$ cat config.mk
export PLATFORM = sky130hd
export DESIGN_NAME = lsc_top
export DESIGN_NICKNAME = d
export VERILOG_FILES = /design/src/rtl/lsc_pkg.sv /design/src/rtl/lsc_edge_det.sv /design/src/rtl/lsc_regs.sv /design/src/rtl/lsc_divider.sv /design/src/rtl/lsc_top.sv
export SDC_FILE = /design/constraint.sdc
export NUM_CORES = 1
export LEC_CHECK = 0
export CORE_MARGIN = 5
export CORE_UTILIZATION = 35
export CTS_CLUSTER_DIAMETER = 60
export DETAILED_ROUTE_END_ITERATION = 10
export DONT_BUFFER_PORTS = 1
export PLACE_DENSITY = 0.63
export SYNTH_ARGS = -nofsm -noshare
export SYNTH_HDL_FRONTEND = slang
export SYNTH_SLANG_ARGS = --single-unit
$ cat constraint.sdc
create_clock -name clk -period 0.8 [get_ports clk]
set_input_delay 0.04 -clock clk [delete_from_list [all_inputs] [get_ports clk]]
set_output_delay 0.04 -clock clk [all_outputs]
set_load 0.01 [all_outputs]
$ cat src/rtl/lsc_pkg.sv
`timescale 1ns/1ps
package lsc_pkg;
  localparam int unsigned DATA_W    = 32;
  localparam int unsigned ADDR_W    = 8;
  localparam int unsigned PRESC_W   = 5;
  localparam int unsigned KEY_W     = 16;
  localparam logic [KEY_W-1:0]  WR_KEY     = 16'h16AA;
  localparam logic [ADDR_W-1:0] OFS_CTRL   = 8'h00;
  localparam logic [ADDR_W-1:0] OFS_PRESC  = 8'h08;
  localparam logic [ADDR_W-1:0] OFS_GATE   = 8'h60;

  typedef enum logic {SRC_INT = 1'b0, SRC_EXT = 1'b1} src_e;
endpackage

$ cat src/rtl/lsc_edge_det.sv
`timescale 1ns/1ps
module lsc_edge_det #(
  parameter int unsigned STAGES = 2
) (
  input  logic clk,
  input  logic rst_n,
  input  logic async_in,
  output logic rise_o
);
  logic [STAGES-1:0] sync_q;
  logic [STAGES-1:0] sync_d;
  logic              prev_q;

  always_comb begin
    sync_d = {sync_q[STAGES-2:0], async_in};
  end

  always_ff @(posedge clk or negedge rst_n) begin
    if (!rst_n) begin
      sync_q <= '0;
      prev_q <= 1'b0;
    end else begin
      sync_q <= sync_d;
      prev_q <= sync_q[STAGES-1];
    end
  end

  assign rise_o = sync_q[STAGES-1] & ~prev_q;
endmodule

$ cat src/rtl/lsc_regs.sv
`timescale 1ns/1ps
module lsc_regs
  import lsc_pkg::*;
(
  input  logic               clk,
  input  logic               rst_n,
  input  logic               bus_we,
  input  logic [ADDR_W-1:0]  bus_addr,
  input  logic [DATA_W-1:0]  bus_wdata,
  output logic [DATA_W-1:0]  bus_rdata,
  output src_e               src_sel_o,
  output logic [PRESC_W-1:0] presc_o,
  output logic               gate_o
);
  src_e               sel_q, sel_d;
  logic [PRESC_W-1:0] presc_q, presc_d;
  logic               gate_q, gate_d;
  logic               key_ok;

  assign key_ok = (bus_wdata[DATA_W-1 -: KEY_W] == WR_KEY);

  always_comb begin
    sel_d   = sel_q;
    presc_d = presc_q;
    gate_d  = gate_q;
    if (bus_we) begin
      unique case (bus_addr)
        OFS_CTRL:  if (key_ok) sel_d = src_e'(bus_wdata[0]);
        OFS_PRESC: presc_d = bus_wdata[PRESC_W-1:0];
        OFS_GATE:  gate_d  = bus_wdata[0];
        default:   ;
      endcase
    end
  end

  always_ff @(posedge clk or negedge rst_n) begin
    if (!rst_n) begin
      sel_q   <= SRC_INT;
      presc_q <= '0;
      gate_q  <= 1'b0;
    end else begin
      sel_q   <= sel_d;
      presc_q <= presc_d;
      gate_q  <= gate_d;
    end
  end

  always_comb begin
    bus_rdata = '0;
    unique case (bus_addr)
      OFS_CTRL:  bus_rdata[0] = sel_q;
      OFS_PRESC: bus_rdata[PRESC_W-1:0] = presc_q;
      OFS_GATE:  bus_rdata[0] = gate_q;
      default:   bus_rdata = '0;
    endcase
  end

  assign src_sel_o = sel_q;
  assign presc_o   = presc_q;
  assign gate_o    = gate_q;
endmodule

$ cat src/rtl/lsc_divider.sv
`timescale 1ns/1ps
module lsc_divider #(
  parameter int unsigned WIDTH = 5
) (
  input  logic             clk,
  input  logic             rst_n,
  input  logic             step_i,
  input  logic [WIDTH-1:0] ratio_i,
  output logic             term_o
);
  logic [WIDTH-1:0] cnt_q, cnt_d;
  logic [WIDTH-1:0] ratio_q, ratio_d;
  logic             at_end;

  assign at_end = (cnt_q == ratio_q);
  assign term_o = step_i & at_end;

  always_comb begin
    cnt_d   = cnt_q;
    ratio_d = ratio_q;
    if (step_i) begin
      if (at_end) begin
        cnt_d   = '0;
        ratio_d = ratio_i;
      end else begin
        cnt_d = cnt_q + 1'b1;
      end
    end
  end

  always_ff @(posedge clk or negedge rst_n) begin
    if (!rst_n) begin
      cnt_q   <= '0;
      ratio_q <= '0;
    end else begin
      cnt_q   <= cnt_d;
      ratio_q <= ratio_d;
    end
  end
endmodule

$ cat src/rtl/lsc_top.sv
`timescale 1ns/1ps
module lsc_top
  import lsc_pkg::*;
#(
  parameter int unsigned SYNC_STAGES = 2
) (
  input  logic               clk,
  input  logic               rst_n,
  input  logic               int_osc,
  input  logic               ext_osc,
  input  logic               bus_we,
  input  logic [ADDR_W-1:0]  bus_addr,
  input  logic [DATA_W-1:0]  bus_wdata,
  output logic [DATA_W-1:0]  bus_rdata,
  output logic               tick_o,
  output logic               clk_out_o
);
  logic [1:0]         rst_pipe_q;
  logic               rst_n_sync;
  logic [1:0]         src_raw;
  logic [1:0]         src_rise;
  src_e               src_sel;
  logic [PRESC_W-1:0] presc;
  logic               gate_en;
  logic               int_term;
  logic               tick_d, tick_q;
  logic               clk_out_d, clk_out_q;

  always_ff @(posedge clk or negedge rst_n) begin
    if (!rst_n) rst_pipe_q <= '0;
    else        rst_pipe_q <= {rst_pipe_q[0], 1'b1};
  end
  assign rst_n_sync = rst_pipe_q[1];

  assign src_raw = {ext_osc, int_osc};

  for (genvar g = 0; g < 2; g++) begin : g_sync
    lsc_edge_det #(.STAGES(SYNC_STAGES)) u_edge (
      .clk      (clk),
      .rst_n    (rst_n_sync),
      .async_in (src_raw[g]),
      .rise_o   (src_rise[g])
    );
  end

  lsc_regs u_regs (
    .clk       (clk),
    .rst_n     (rst_n_sync),
    .bus_we    (bus_we),
    .bus_addr  (bus_addr),
    .bus_wdata (bus_wdata),
    .bus_rdata (bus_rdata),
    .src_sel_o (src_sel),
    .presc_o   (presc),
    .gate_o    (gate_en)
  );

  lsc_divider #(.WIDTH(PRESC_W)) u_div (
    .clk     (clk),
    .rst_n   (rst_n_sync),
    .step_i  (src_rise[0]),
    .ratio_i (presc),
    .term_o  (int_term)
  );

  always_comb begin
    tick_d    = (src_sel == SRC_EXT) ? src_rise[1] : int_term;
    clk_out_d = tick_d & gate_en;
  end

  always_ff @(posedge clk or negedge rst_n_sync) begin
    if (!rst_n_sync) begin
      tick_q    <= 1'b0;
      clk_out_q <= 1'b0;
    end else begin
      tick_q    <= tick_d;
      clk_out_q <= clk_out_d;
    end
  end

  assign tick_o    = tick_q;
  assign clk_out_o = clk_out_q;
endmodule

After elaboration in Yosys (flattened, before gate mapping)
Cells that the tools add are included.
Widths: inputs -> output; s select.

storage, ports and cells
  bits in registers = 27
  bits of input ports = 45
  word-level logic and storage cells = 32

cells by class
  $add $sub $neg = 1
  eq/ne operators = 4
  mux-type cells = 4
  bitwise gates (word level) = 6
  reductions and logical operators = 5

operators by type and width
  kind                  count
  $eq 16x13->1 const B  1
  $eq 8x4->1 const B    1
  $eq 8x7->1 const B    1
  $logic_not 8->1       1
  $reduce_and 2->1      3
  $add 5x1->5 const B   1
  $eq 5x5->1            1
  $mux 5                1
  $and 1x1->1           4
  $mux 4                1
  $pmux 1 s3            1
  $reduce_and 3->1      1
  $not 1->1             2
  $mux 1                1

Logic depth before layout (Yosys ltp)
  depth in word-level cells = 5
  mapped depth = 5

Hierarchy
Synthesis repeated with hierarchy kept, for this count alone.

second synthesis, totals
  cells, all modules = 122
  area, all modules = 1455.1 µm²

modules (own cells, without submodules)
  module        instances  cells an instance  area each (µm²)  seq. area each (µm²)
  lsc_regs      1          64                 645.6            175.2
  lsc_divider   1          43                 504.2            250.2
  lsc_edge_det  2          4                  88.8             75.1
  lsc_top       1          7                  127.6            100.1

Worst setup path after synthesis
OpenSTA, ideal clock, no wires.

  path type = register to register
  start point = reg u_div.cnt_q[3]
  end point = reg u_div.ratio_q[0]
  arrival time = 1.535 ns
  required time = 0.675 ns
  path slack = -0.860 ns
  stages on the path, launching flop included = 5
  clock period less this slack = 1.660 ns
  path through = dfrtp_1 -> xnor2_1 -> nand3_1 -> nor4_4 -> mux2_2

on the way
  word-level cells in the longest chain between the ends = 2

RTL lines
  element                     RTL line           RTL
  start, declared             lsc_divider.sv:11  logic [WIDTH-1:0] cnt_q, cnt_d;
  start signal, assigned      lsc_divider.sv:36  cnt_q <= cnt_d;
  $eq 5x5->1                  lsc_divider.sv:15  assign at_end = (cnt_q == ratio_q);
  $reduce_and 2->1 (no line)  --
  end signal, assigned        lsc_divider.sv:37  ratio_q <= ratio_d;
  end, declared               lsc_divider.sv:12  logic [WIDTH-1:0] ratio_q, ratio_d;

No other way between the ends.
A chain may end at the register's enable or synchronous reset.

Worst setup path in the final report
  start point = reg u_div.ratio_q[4]
  end point = reg u_div.ratio_q[2]

on the way
  word-level cells in the longest chain between the ends = 2

RTL lines
  element                     RTL line
  $eq 5x5->1                  lsc_divider.sv:15
  $reduce_and 2->1 (no line)  --

No other way between the ends.

==> metrics list <==
* Mux share of post-synthesis cell area: 0.0973
* Cell breakdown of the critical path: xnor2_2 -> nand3_2 -> nor4_4 -> buf_4 -> mux2_2
* Setup Viol. Count Final: 24
- Most frequent cells in the layout: sky130_fd_sc_hd__buf_4 (29), sky130_fd_sc_hd__conb_1 (28), sky130_fd_sc_hd__dfrtp_1 (26), sky130_fd_sc_hd__dlygate4sd3_1 (10), sky130_fd_sc_hd__nand2_1 (9)
- Averaged over all synthesized cells, the footprint is 10.9 µm².
* Worst Path Buf+Inv: 1
* Power share of the sequential group: 0.404
- The number of antenna violations at the first check in global routing came to 0.
* Layout-stage area growth over the synthesis result: 37.4%
* Sequential cell area: 677 µm²
- The count of endpoints failing hold in the final timing report was 0.
* Num CTS Buffers: 3
- Req. time, crit path: 960 ps
- After layout, the design draws a total of 4.17 mW.
- Counting cells, the worst reg-to-reg path comes to 5.
* Minimum hold slack: 23.5 ps
- The min-delay analysis places its worst path in the category primary input to register.
- For the worst-skew pair, the clock arrives at the later sink with an insertion delay of 270 ps.
- Slowest stage delay, CP: 420 ps
- Multi-input logic area: 743 µm²
* Iteration-0 DRC Markers: 11
* Post-layout utilization of the core: 0.510
- The count of buffers added on input and output ports is 0.
- The share of total power dissipated in combinational logic is 0.410.
- Leading register cell type out of synthesis: sky130_fd_sc_hd__dfrtp_1
- In this run the worst path has a maximum fanout of 5.
- Among all stages on the critical path, the largest delay is contributed by sky130_fd_sc_hd__dfrtp_1.
- For this configuration, the core starts out at a cell density of 0.371.
- Core Footprint: 0.00374 mm²
* Flop and latch count out of synthesis: 27
- Pin count of the biggest net entering global routing: 18
* Critical path class: register to register
- Max-slew violation count: 0
* Wirelength, routed: 2930 µm
* Maximum level of the CTS H-tree: 1
- The first global-routing pass estimated 4490 µm of wire.
* Count of clock tree sinks: 27
* Routed via count: 1020
- The die is 73.0 µm tall.
- Setup repair after global routing missed its margin: yes
* Fmax achieved: 648 MHz
* Number of synthesized flops with an enable pin: 0
- Synthesized instance count: 127
* Ratio of cells with drive above 1 in the final layout: 0.405
- RR Startpoint: u_div.ratio_q[4]$_DFFE_PN0P_
- In this run the remaining antenna-violating nets after routing total 0.
- Global routing usage summed across all routing layers: 0.105
* Clock buffer depth: 2
* Power density of the placed cells: 2190 mW/mm²
- The worst setup path is captured at a register.
* R2r setup slk: -740 ps
* Die W: 73.0 µm
* Filler cell count in the final layout: 309
- For this run, design rule violations remaining after detail routing come to 0.
* Share of the yosys chip area belonging to registers: 0.486
- In this run the number of cells on the critical path is 5.
- Counting distinct cell types in the post-synthesis netlist gives 29.
- Number of global-route vias before repair: 1030
- Data arrival time of the critical path: 1710 ps
- After clock tree synthesis, the clock-pin slew on the worst setup and hold paths is 90 ps.
* Dominant combinational cell family by area after synthesis: simple AND/OR/NAND/NOR gates
* TritonCTS clock tree: done
* Capturing point of the worst reg2reg path: u_div.ratio_q[2]$_DFFE_PN0P_
- Final setup TNS: -9440 ps
- Synthesized-area fraction occupied by ao, oa, aoi and oai cells: 0.0405
* Sw Share: 0.306
* Die area: 0.00533 mm²
- Critical Path Start Type: register
- After synthesis the cells add up to 0.00139 mm².
- Global route total overflow: 0
- I/O pin total: 79
* Simple-Gate Fraction of Synth Area: 0.172
- Synth async-reset ratio: 1.00
* Post-DR wirelength/cell: 13.2 µm
- Cell Rows: 22
- The library cell used most frequently in the layout, excluding fill and tap cells, is sky130_fd_sc_hd__buf_4.
- # diodes: 0
- Worst clock skew on the final layout: 3.49 ps
* Final weighted congestion of routability-driven global placement: 0.776
- Setup slack after layout: -744 ps
- XOR/XNOR Fraction of Synth Area: 0.0378
* Initial DRT Pass Iterations: 4
* Clock group share of total power: 0.187
- Warnings, synthesis: 0
* Launch point of the worst path: u_div.ratio_q[4]$_DFFE_PN0P_
- Of the available clock period, the critical path in the final layout requires 1.93.
* Top cell family by delay on the critical path: flip-flops
* Failing checks: negative setup slack
- Mean number of vias per cell: 4.62
* HPWL after detailed placement: 2110 µm
* Cell Int Power: 2.89 mW
- Master cell of the clock root buffer: sky130_fd_sc_hd__clkbuf_8
- Maximum VDD drop: 0.00188 V
* Outcome: complete, but fails checks
- After layout, the minimum clock period comes to 1540 ps.
* Net switching component of the power: 1.28 mW
* Max-capacitance violation count: 0
- NumNets Final: 220
- Area share of fa/ha/maj cells after synthesis: 0.00901
- Crit path to: u_div.ratio_q[2]$_DFFE_PN0P_
- Leakage power: 0.944 nW
worst min path at each step:
stage / startpoint / end / slack [ps] / cells after the start
2_1_floorplan: rst_n / rst_pipe_q[0]$_DFF_PN0_ / -260 / 0
3_3_place_gp: rst_n / rst_pipe_q[0]$_DFF_PN0_ / -260 / 0
3_5_place_dp: rst_n / rst_pipe_q[0]$_DFF_PN0_ / -260 / 0
4_1_cts: bus_we / u_regs.presc_o[1]$_DFFE_PN0P_ / 10 / 2
5_1_grt: bus_we / u_regs.presc_o[4]$_DFFE_PN0P_ / 10 / 2
6_report: bus_we / u_regs.presc_o[1]$_DFFE_PN0P_ / 20 / 2
kinds of logic after synthesis:
family | count (synthesis)
simple gates | 41
buf+inv | 29
flops | 27
mux | 12
compound gates | 9
xor+xnor | 6
other cells | 2
fa+ha+maj | 1
timing repair:
| item | CTS | global route |
|---|---|---|
| pin swaps | 7 | 7 |
| endpoints found under the setup margin | 19 | 24 |
| hold buffers | 10 | 0 |
| resized for setup | 19 | 4 |
| setup buffers | 10 | 5 |
| endpoints found under the hold margin | 11 | 0 |
state kept, by name (all words and copies together) (netlist names):
signal                flops
u_regs.src_sel_o          1
u_regs.presc_o            5
g_sync.u_edge.sync_q      4
u_regs.gate_o             1
g_sync.u_edge.prev_q      2
tick_o                    1
u_div.cnt_q               5
rst_pipe_q                2
u_div.ratio_q             5
clk_out_o                 1
cell type report:
class,instances,share of cell area
clock inverters,1,0.00459
multi-input cells,97,0.390
inverters,1,0.00197
clock buffers,3,0.0216
well taps,48,0.0315
repair buffers,44,0.196
flip-flops and latches,27,0.355
per-stage QoR:
stage	cell area, µm²	setup slack (ps)	cells
final	1910	-744	221
after global routing	1910	-831	221
after CTS	1860	-758	217
after detailed placement	1550	-765	193
after global placement	1550	-677	193
after floorplan	1550	-763	153
power by group through the flow:
stage,sequential (mW),combinational [mW],clock [mW]
floorplan,1.69,0.715,0
global placement,1.68,1.04,0
detailed placement,1.69,1.08,0
CTS,1.69,1.55,0.817
global route,1.71,1.84,0.878
finish,1.68,1.71,0.779
cells in the mapped netlist (all sizes together), types with 2 or more instances:
library cell   n  area, µm²
a21oi          2       10.0
nand2b         2       12.5
o21ai          4       20.0
nand4          2       12.5
buf           28        206
nor2           4       15.0
and2           4       25.0
nand3          3       15.0
conb           2       7.51
dfrtp         27        676
nor3           5       25.0
xnor2          3       26.3
nand2         11       41.3
xor2           3       26.3
mux2          12        135
nor4           3       33.8
nor4bb         2       20.0
per-layer routing:
metal  routed length, µm  GRT usage  up-vias
li1                    -          -      473
met5                   0          0        -
met1                1070      0.120      507
met3                 193     0.0275        0
met4                   0     0.0143        0
met2                1660      0.198       40
(Power assumes the default switching activity.)
